## config.mk

```make
export PLATFORM = sky130hd
export DESIGN_NAME = next_pc_unit
export DESIGN_NICKNAME = d
export VERILOG_FILES = /design/src/rtl/npc_pkg.sv /design/src/rtl/npc_control.sv /design/src/rtl/npc_datapath.sv /design/src/rtl/next_pc_unit.sv
export SDC_FILE = /design/constraint.sdc
export NUM_CORES = 1
export LEC_CHECK = 0
export ABC_AREA = 1
export BUFFER_PORTS_ARGS = -buffer_cell sky130_fd_sc_hd__clkbuf_2
export CORE_UTILIZATION = 45
export DETAILED_ROUTE_END_ITERATION = 8
export GPL_ROUTABILITY_DRIVEN = 1
export PLACE_DENSITY = 0.72
export SYNTH_ARGS = -nofsm -noshare
export SYNTH_HDL_FRONTEND = slang
export SYNTH_SLANG_ARGS = --single-unit
```

## constraint.sdc

```tcl
create_clock -name vclk -period 3.8
set_input_delay 0.76 -clock vclk [all_inputs]
set_output_delay 0.76 -clock vclk [all_outputs]
set_load 0.03 [all_outputs]
```

## src/rtl/npc_pkg.sv

```systemverilog
package npc_pkg;
  localparam int XLEN = 32;

  localparam logic [5:0] OP_SPECIAL = 6'h00;
  localparam logic [5:0] OP_ZCMP    = 6'h01;
  localparam logic [5:0] OP_JUMP    = 6'h02;
  localparam logic [5:0] OP_CALL    = 6'h03;
  localparam logic [5:0] OP_BREQ    = 6'h04;
  localparam logic [5:0] OP_BRNE    = 6'h05;
  localparam logic [5:0] OP_BRLEZ   = 6'h06;
  localparam logic [5:0] OP_BRGTZ   = 6'h07;
  localparam logic [5:0] FN_JREG    = 6'h08;
  localparam logic [4:0] SUB_LTZ    = 5'd0;
  localparam logic [4:0] SUB_GEZ    = 5'd1;

  typedef struct packed {
    logic useRegion;
    logic useReg;
    logic useBranch;
    logic linkWe;
  } npc_strobe_t;

  typedef struct packed {
    logic srcEqual;
    logic srcNeg;
    logic srcZero;
  } npc_flags_t;
endpackage

```

## src/rtl/npc_control.sv

```systemverilog
module npc_control
  import npc_pkg::*;
(
  input  logic [31:0]  instr,
  input  npc_flags_t   flags,
  output npc_strobe_t  strobes
);
  logic [5:0] opField;
  logic [5:0] fnField;
  logic [4:0] subField;
  logic       condHit;

  assign opField  = instr[31:26];
  assign fnField  = instr[5:0];
  assign subField = instr[20:16];

  always_comb begin
    condHit = 1'b0;
    unique case (opField)
      OP_BREQ:  condHit = flags.srcEqual;
      OP_BRNE:  condHit = !flags.srcEqual;
      OP_BRLEZ: condHit = flags.srcNeg || flags.srcZero;
      OP_BRGTZ: condHit = !flags.srcNeg && !flags.srcZero;
      OP_ZCMP: begin
        if (subField == SUB_LTZ)      condHit = flags.srcNeg;
        else if (subField == SUB_GEZ) condHit = !flags.srcNeg;
        else                          condHit = 1'b0;
      end
      default:  condHit = 1'b0;
    endcase
  end

  always_comb begin
    strobes = '0;
    strobes.useRegion = (opField == OP_JUMP) || (opField == OP_CALL);
    strobes.linkWe    = (opField == OP_CALL);
    strobes.useReg    = (opField == OP_SPECIAL) && (fnField == FN_JREG);
    strobes.useBranch = condHit;
  end

  // the non-sequential sources never overlap
  always_comb begin
    a_r1_single_source: assert ($onehot0({strobes.useRegion, strobes.useReg, strobes.useBranch}))
      else $error("more than one next-PC source selected");
  end
endmodule

```

## src/rtl/npc_datapath.sv

```systemverilog
module npc_datapath
  import npc_pkg::*;
#(
  parameter int W     = XLEN,
  parameter int TGT_W = 26,
  parameter int OFF_W = 16
) (
  input  logic [W-1:0] pcCur,
  input  logic [31:0]  instr,
  input  logic [W-1:0] rsVal,
  input  logic [W-1:0] rtVal,
  input  npc_strobe_t  strobes,
  output npc_flags_t   flags,
  output logic [W-1:0] pcNext,
  output logic [W-1:0] linkVal
);
  localparam int REGION_W = W - TGT_W - 2;
  localparam int EXT_W    = W - OFF_W - 2;

  logic [W-1:0] pcPlus4;
  logic [W-1:0] regionTgt;
  logic [W-1:0] branchTgt;
  logic [W-1:0] offsetExt;

  assign pcPlus4   = pcCur + W'(4);
  assign linkVal   = pcPlus4 + W'(4);
  assign offsetExt = {{EXT_W{instr[OFF_W-1]}}, instr[OFF_W-1:0], 2'b00};
  assign branchTgt = pcPlus4 + offsetExt;

  generate
    if (REGION_W > 0) begin : g_region
      assign regionTgt = {pcPlus4[W-1 -: REGION_W], instr[TGT_W-1:0], 2'b00};
    end else begin : g_flat
      assign regionTgt = W'({instr[TGT_W-1:0], 2'b00});
    end
  endgenerate

  assign flags.srcEqual = (rsVal == rtVal);
  assign flags.srcNeg   = rsVal[W-1];
  assign flags.srcZero  = (rsVal == '0);

  always_comb begin
    if (strobes.useReg)         pcNext = rsVal;
    else if (strobes.useRegion) pcNext = regionTgt;
    else if (strobes.useBranch) pcNext = branchTgt;
    else                        pcNext = pcPlus4;
  end

  // every target except a register jump keeps word alignment
  always_comb begin
    if (!strobes.useReg)
      a_r5_aligned: assert (pcNext[1:0] == pcCur[1:0])
        else $error("alignment lost");
  end
endmodule

```

## src/rtl/next_pc_unit.sv

```systemverilog
module next_pc_unit
  import npc_pkg::*;
(
  input  logic [31:0] pcCur,
  input  logic [31:0] instr,
  input  logic [31:0] rsVal,
  input  logic [31:0] rtVal,
  output logic [31:0] pcNext,
  output logic        linkWe,
  output logic [31:0] linkVal
);
  npc_strobe_t strobes;
  npc_flags_t  flags;

  npc_control u_ctrl (
    .instr   (instr),
    .flags   (flags),
    .strobes (strobes)
  );

  npc_datapath #(.W(32)) u_dp (
    .pcCur   (pcCur),
    .instr   (instr),
    .rsVal   (rsVal),
    .rtVal   (rtVal),
    .strobes (strobes),
    .flags   (flags),
    .pcNext  (pcNext),
    .linkVal (linkVal)
  );

  assign linkWe = strobes.linkWe;

  logic [31:0] seqAddr;
  assign seqAddr = pcCur + 32'd4;

  always_comb begin
    // return address is always two words ahead
    a_r8_link_value: assert (linkVal == pcCur + 32'd8)
      else $error("link value wrong");
    // a link write comes only with a region-absolute target
    if (linkWe)
      a_r8_link_target: assert (pcNext == {seqAddr[31:28], instr[25:0], 2'b00})
        else $error("call target wrong");
    // jumps keep the region of PC+4
    if (instr[31:26] == OP_JUMP)
      a_r2_region_kept: assert (pcNext[31:28] == seqAddr[31:28] && !linkWe)
        else $error("jump region wrong");
    // opcodes outside the control set fall through
    if (instr[31:26] > OP_BRGTZ)
      a_r1_fall_through: assert (pcNext == seqAddr && !linkWe)
        else $error("sequential flow broken");
  end
endmodule

```

# Word-level counts from Yosys, hierarchy flattened
# Cells that the tools add are included.
# W data, S select, Z words.
dict set report totals {
  ff_bits 0
  output_inout_bits 65
  word_cells 29
}
dict set report op_classes {
  add_sub_neg 3
  eq_ne 10
  muxes 6
  reduce_logical 10
}
# cell count
set op_table {}
lappend op_table {{$mux W32} 3}
lappend op_table {{$add A32 B3 Y32 const B} 2}
lappend op_table {{$add A32 B32 Y32} 1}
lappend op_table {{$eq A32 B32 Y1} 1}
lappend op_table {{$logic_not A32 Y1} 1}
lappend op_table {{$eq A6 B3 Y1 const B} 4}
lappend op_table {{$eq A6 B2 Y1 const B} 2}
lappend op_table {{$eq A6 B1 Y1 const B} 1}
lappend op_table {{$eq A6 B4 Y1 const B} 1}
lappend op_table {{$logic_not A6 Y1} 1}
lappend op_table {{$eq A5 B1 Y1 const B} 1}
lappend op_table {{$logic_not A5 Y1} 1}
lappend op_table {{$pmux W1 S5} 1}
lappend op_table {{$logic_not A1 Y1} 3}
lappend op_table {{$logic_and A1 B1 Y1} 2}
lappend op_table {{$logic_or A1 B1 Y1} 2}
lappend op_table {{$mux W1} 2}

# Logic depth before layout (Yosys ltp)
# Gate-level depths: netlist of run 1.
dict set report logic_depth {
  word_depth 7
  ltp_mapped 24
  ltp_nobuf 24
}

# Cells and area by module
# From an unflattened synthesis of run 1, not the netlist that was laid out.
dict set report hier_totals {
  hier_cells 1042
  area_unflattened_um2 5246.3
}
# module n_inst cells_per_inst area_each_um2 seq_area_each_um2
set modules_own_cells {}
lappend modules_own_cells {npc_datapath 1 1007 5084.9 0.0}
lappend modules_own_cells {npc_control 1 35 161.4 0.0}

# Worst setup path before layout of run 1
# OpenSTA, ideal clock, no wires.
dict set report synth_timing {
  path_type {input port to output port}
  startpoint {in pcCur[2]}
  endpoint {out pcNext[24]}
  arrival_time_ns 3.685
  required_ns 3.040
  setup_slack_ns -0.645
  cell_stages 18
  cell_sequence {ha_1 -> nand2_2 -> nor2_4 -> nand2_2 -> nor3_4 -> nand2_1 -> xor2_1 -> inv_1 -> ha_1 -> nand2_1 -> nor2_1 -> inv_1 -> nor3_1 -> nand3_1 -> a31o_2 -> nand3_1 -> nand2_1 -> a21oi_1}
}
dict set report synth_via {
  elab_chain_len 5
}
# item line_no
set synth_rtl {}
lappend synth_rtl {{start: declaration} next_pc_unit.sv:4} ;# input logic [31:0] pcCur,
lappend synth_rtl {{$add A32 B3 Y32 (*)} n/a}
lappend synth_rtl {{$add A32 B32 Y32} npc_datapath.sv:28} ;# assign branchTgt = pcPlus4 + offsetExt;
lappend synth_rtl {{$mux W32 (*)} npc_datapath.sv:45} ;# else if (strobes.useBranch) pcNext = branchTgt;
lappend synth_rtl {{$mux W32 (*)} npc_datapath.sv:44} ;# else if (strobes.useRegion) pcNext = regionTgt;
lappend synth_rtl {{$mux W32 (*)} npc_datapath.sv:43} ;# if (strobes.useReg) pcNext = rsVal;
lappend synth_rtl {{end: declaration} next_pc_unit.sv:8} ;# output logic [31:0] pcNext,
# Every way passes the cells marked *; elsewhere a longest branch is shown, timed or not.

# Worst setup path in the final report of run 1
dict set report layout_timing {
  startpoint {in pcCur[13]}
  endpoint {out pcNext[31]}
}
dict set report layout_via {
  elab_chain_len 5
}
# item line_no
set layout_rtl {}
lappend layout_rtl {{$add A32 B3 Y32 (*)} n/a}
lappend layout_rtl {{$add A32 B32 Y32} npc_datapath.sv:28}
lappend layout_rtl {{$mux W32} npc_datapath.sv:45}
lappend layout_rtl {{$mux W32 (*)} npc_datapath.sv:44}
lappend layout_rtl {{$mux W32 (*)} npc_datapath.sv:43}
# Marks and branches as above.

==> results of run 1 <==
[critical path, cell delays in order]
cell	delay [ns]
clkbuf_2	0.11
inv_2	0.06
nor3_2	0.29
nand2_1	0.17
nor2_1	0.14
nand2_1	0.11
xor2_1	0.21
inv_1	0.19
ha_1	0.35
nand2_2	0.13
o21a_1	0.18
nand2_1	0.10
nand2_1	0.09
nand3_2	0.09
a21oi_4	0.17
nand3_2	0.10
nand3_2	0.12
nand3_4	0.10
nand2_2	0.11
buf_8	0.12
[report_power, final]
part | internal (mW) | switching, mW
Clock | 0 | 0
Sequential | 0 | 0
Combinational | 0.626 | 0.822
[stage by stage]
step	instance area [µm²]	setup WS (ns)	cells	util	hold WS [ns]
after global routing	10300	-0.744	1728	0.852	1.80
after global placement	8580	-0.690	1701	0.709	1.78
after floorplan	5880	-0.153	1150	-	1.65
after detailed placement	8580	-0.733	1701	0.709	1.78
final	10300	-0.668	1728	0.852	1.78
after CTS	9380	-0.438	1712	0.774	1.78
[worst max-delay path by stage]
stage,from,end,slack (ns),cells past startpoint
after detailed placement,pcCur[2],pcNext[27],-0.73,23
after global routing,pcCur[13],pcNext[27],-0.74,24
after global placement,pcCur[2],pcNext[27],-0.69,23
final,pcCur[13],pcNext[31],-0.67,20
after CTS,pcCur[2],pcNext[27],-0.44,23
after floorplan,pcCur[3],pcNext[24],-0.15,18
[cells by family after synthesis]
family                     Yosys count  synth area share
and+or+nand+nor                    738             0.571
buffers and inverters              207             0.141
AOI/OAI and AO/OA                  103            0.0971
adders and majority gates           38            0.0859
xor gates and xnor gates            64             0.105
[what timing repair did]
| item | CTS | global route |
|---|---|---|
| buffers inserted | 11 | 18 |
| pin swaps | 49 | 91 |
| gates resized for setup | 165 | 227 |
| hold buffers | 0 | 0 |
| setup endpoints to repair | 25 | 44 |
[layout make-up]
class | count | area (µm²)
inverters | 186 | 708
repair buffers | 431 | 3120
multi-input cells | 943 | 6270
fillers | 783 | 1800
well taps | 168 | 210
[cells in the final DEF (no fill, tap or decap), types with 5 or more instances in the layout]
master,netlist,layout
nand2_1,383,314
buf_4,3,226
clkbuf_2,0,156
inv_1,176,147
nor2_1,155,120
nand3_1,106,82
nand2_2,8,55
inv_2,10,36
nor2_2,18,34
o21ai_0,46,34
xor2_1,42,33
nand4_1,32,32
ha_4,0,23
nor2_4,3,22
nand2_4,0,22
nand3_2,0,20
a21oi_4,0,19
xnor2_1,18,18
a21oi_2,0,18
buf_6,0,18
ha_1,37,13
buf_8,0,11
nor3_4,5,10
xor2_2,4,10
clkbuf_8,0,10
a21oi_1,46,9
nor3_2,5,8
o21ai_2,0,8
nor3_1,13,5
o21bai_1,6,5
[layer usage]
metal | up-vias | track usage | wire length (µm)
met5 | - | 0 | 0
met4 | 0 | 0.125 | 2270
met3 | 223 | 0.0319 | 3350
met2 | 780 | 0.660 | 14200
met1 | 4357 | 0.532 | 11500
li1 | 4437 | - | -
==> impl_metrics.py, run 1 <==
metrics = {
    "sta": {
        "max_slew_margin": 0.676,
        "finalSetupViolCount": 37,
        "fmax_mhz": 224,
        "slew_viol_final": 0,
        "fin_crit_sh": 1.18,
        "worst_pin_slew_ns": 0.481,
        "rsz0062_at_grt": "yes",
        "hold_violations": 0,
        "worst_slack_ns": -0.668,
        "fin_crit_ns": 4.47,
        "finalSetupTns_ns": -11.44,
    },
    "placement": {
        "dp_hpwl_mm": 21.2,
        "gp_congestion": 1.01,
        "numPortBuffers": 193,
    },
    "die": {
        "start_util": 0.464,
        "die_x_um": 114,
        "rows": 40,
        "ioPinCount": 193,
        "coreArea_mm2": 0.0121,
        "die_area_mm2": 0.0129,
        "die_h_um": 114,
    },
    "global_route": {
        "grt_max_degree": 38,
        "overflow": 0,
        "antenna_found_initial": 0,
        "grt_first_pass_wirelength_mm": 40.3,
        "grt_pass1_vias": 8263,
        "grt_usage": 0.393,
    },
    "finish": {
        "area_growth_pct": 83.5,
        "drive_gt1_frac": 0.472,
        "clkbuf_count": 0,
        "ff_latch_area_um2": 0,
        "nFlopsAndLatches": 0,
        "final_nets": 1728,
        "antenna_cells": 0,
    },
    "yosys": {
        "netlist-cell-type-count": 31,
        "seq_area_frac_synth": 0,
        "netlist_area_mm2": 0.00562,
        "synth_nets": 1316,
        "synth_area_leaders": "nand2_1, inv_1, nor2_1, nand3_1, ha_1",
        "syn_area_per_cell_um2": 4.89,
        "syn_inst": 1150,
        "synth_largest_area_cell": "nand2_1",
        "yosys-top-cells-count": "nand2_1, inv_1, nor2_1, nand3_1",
        "synth_most_common_cell": "nand2_1",
        "synth_top_cell_area_share": 0.256,
        "yosysWarningCount": 0,
    },
    "pwr": {
        "p_leak_nw": 5.35,
        "ir_drop_mv": 0.131,
        "power.total_mw": 1.45,
        "powerDensity_mw_per_mm2": 140,
    },
    "critical_path": {
        "critPathLaunchType": "primary input",
        "cp-end-kind": "primary output",
        "required_ns": 3.04,
        "crit_arrival_ns": 3.71,
        "worst-setup-path-type": "in -> out",
        "crit_fanout": 4,
    },
    "min_path": {
        "hold_path.class": "in -> out",
        "min_to": "linkVal[0]",
        "hold_path_depth": 2,
        "hold_start": "pcCur[0]",
    },
    "drt": {
        "totalWireLength_mm": 31.3,
        "detail_route.drc_violations": 0,
        "first_pass_iters": 8,
        "drt-initial-drc-count": 1155,
        "routed-via-count": 9797,
        "post_drt_via_cell_ratio": 5.67,
        "antenna_left": 0,
        "wl_per_cell_um": 18.1,
    },
    "outcome": {
        "status": "finished, violations left",
        "violations": "negative setup slack",
    },
    "run": {
        "max_cap_viol_count": 0,
    },
}
(Power assumes the default switching activity.)
==> run 2: changes to the inputs <==
Settings changed: PLACE_DENSITY 0.72 to 0.81.
==> impl_metrics.py, run 2 (synthesis gave the netlist of run 1 again) <==
metrics = {
    "outcome": {
        "status": "finished, violations left",
        "violations": "negative setup slack",
    },
    "finish": {
        "drive_gt1_frac": 0.488,
        "fin_cells": 1733,
        "multi_input_area_mm2": 0.00637,
        "nFillCells": 662,
        "ff_latch_area_um2": 0,
        "final_common_cell": "nand2_1",
        "clkbuf_count": 0,
        "nFlopsAndLatches": 0,
        "final_cell_mix": "nand2_1, buf_4, inv_1",
        "antenna_cells": 0,
        "area_growth_pct": 85.7,
        "final_nets": 1733,
    },
    "sta": {
        "fmax_mhz": 221,
        "finalSetupTns_ns": -16.49,
        "rsz0062_at_grt": "yes",
        "fin_crit_ns": 4.52,
        "hold_violations": 0,
        "slew_viol_final": 0,
        "max_slew_margin": 0.487,
        "worst_slack_ns": -0.715,
        "finalSetupViolCount": 44,
        "worst_pin_slew_ns": 0.768,
        "fin_crit_sh": 1.19,
    },
    "critical_path": {
        "cpMaxStageDelayCell": "ha_1",
        "crit_arrival_ns": 3.76,
        "crit_fanout": 3,
        "cp-end-kind": "primary output",
        "crit_chain": "clkbuf_2 > buf_4 > nand2_2 > nor2_1 > nand2_1 > nor2_4 > xor2_2 > inv_1 > ha_1 > nand2_4 > buf_6 > nor2_4 > buf_6 > a21oi_4 > buf_4 > nand2_1 > xor2_1 > nand2_1 > nand3_2 > nand2_2 > nand2_4 > buf_8",
        "crit_family": "simple AND/OR/NAND/NOR gates",
        "critical_path_depth": 22,
        "critPathLaunchType": "primary input",
        "worst-setup-path-type": "in -> out",
        "required_ns": 3.04,
        "path_buf_inv": 7,
        "cp_slowest_stage_delay_ns": 0.35,
        "critPathMostFrequentCell": "nand2_1",
    },
    "placement": {
        "place_worst_setup_slack_ns": -0.703,
        "numPortBuffers": 193,
        "gp_congestion": 1.04,
        "dp_hpwl_mm": 21.4,
        "place_inst": 1700,
    },
    "die": {
        "die_area_mm2": 0.0129,
        "rows": 40,
        "die_h_um": 114,
        "coreArea_mm2": 0.0121,
        "start_util": 0.464,
        "die_x_um": 114,
        "ioPinCount": 193,
    },
    "pwr": {
        "ir_drop_mv": 0.111,
        "power.total_mw": 1.49,
        "p_leak_nw": 5.36,
        "powerDensity_mw_per_mm2": 143,
    },
    "min_path": {
        "hold_path.class": "in -> out",
        "hold_path_depth": 2,
    },
    "global_route": {
        "grt_max_degree": 32,
        "grt_usage": 0.405,
        "overflow": 0,
        "grt_pass1_vias": 8491,
        "grt_first_pass_wirelength_mm": 41.4,
        "antenna_found_initial": 0,
    },
    "drt": {
        "post_drt_via_cell_ratio": 5.98,
        "first_pass_iters": 6,
        "detail_route.drc_violations": 0,
        "routed-via-count": 10366,
        "totalWireLength_mm": 33.8,
        "wl_per_cell_um": 19.5,
        "antenna_left": 0,
        "drt-initial-drc-count": 1538,
    },
    "clock_tree": {
        "hold_buffers": 0,
    },
    "run": {
        "max_cap_viol_count": 0,
    },
}
==> run 2: changes by cell type in the layout (fill, tap and decap cells not counted), sizes merged <==
cell | previous run | this run
clkbuf | 171 | 162
buf | 260 | 274
==> run 2: layer usage <==
metal,wire (µm),GRT usage,share of wire
met1,11700,0.526,0.35
met2,14800,0.686,0.44
met3,4180,0.0430,0.12
met4,3190,0.160,0.094
met5,0,0,0
==> run 2: power breakdown <==
group          total, mW  switching (mW)  internal, mW
combinational       1.49           0.852         0.637
clock                  0               0             0
sequential             0               0             0
==> run 2: layout make-up <==
cell class | count | area share
well taps | 168 | 0.0201
multi-input cells | 943 | 0.610
inverters | 186 | 0.0679
repair buffers | 436 | 0.302
==> run 2: final timing paths <==
path | startpoint | end | slack [ns]
max | pcCur[9] | pcNext[21] | -0.72
min | pcCur[0] | linkVal[0] | 1.78
==> run 2: repair_timing <==
action / CTS / global route
setup endpoints to repair: 37 / 47
pin swaps: 62 / 96
gates resized for setup: 184 / 242
hold endpoints to repair: 0 / 0
setup buffers: 15 / 19
==> run 2: stage by stage <==
| stage | util | hold slack (ns) | instance area (µm²) |
|---|---|---|---|
| global route | 0.862 | 1.79 | 10400 |
| global placement | 0.707 | 1.78 | 8560 |
| finish | 0.862 | 1.78 | 10400 |
| detailed placement | 0.707 | 1.78 | 8560 |
| floorplan | - | 1.65 | 5880 |
| CTS | 0.780 | 1.78 | 9440 |
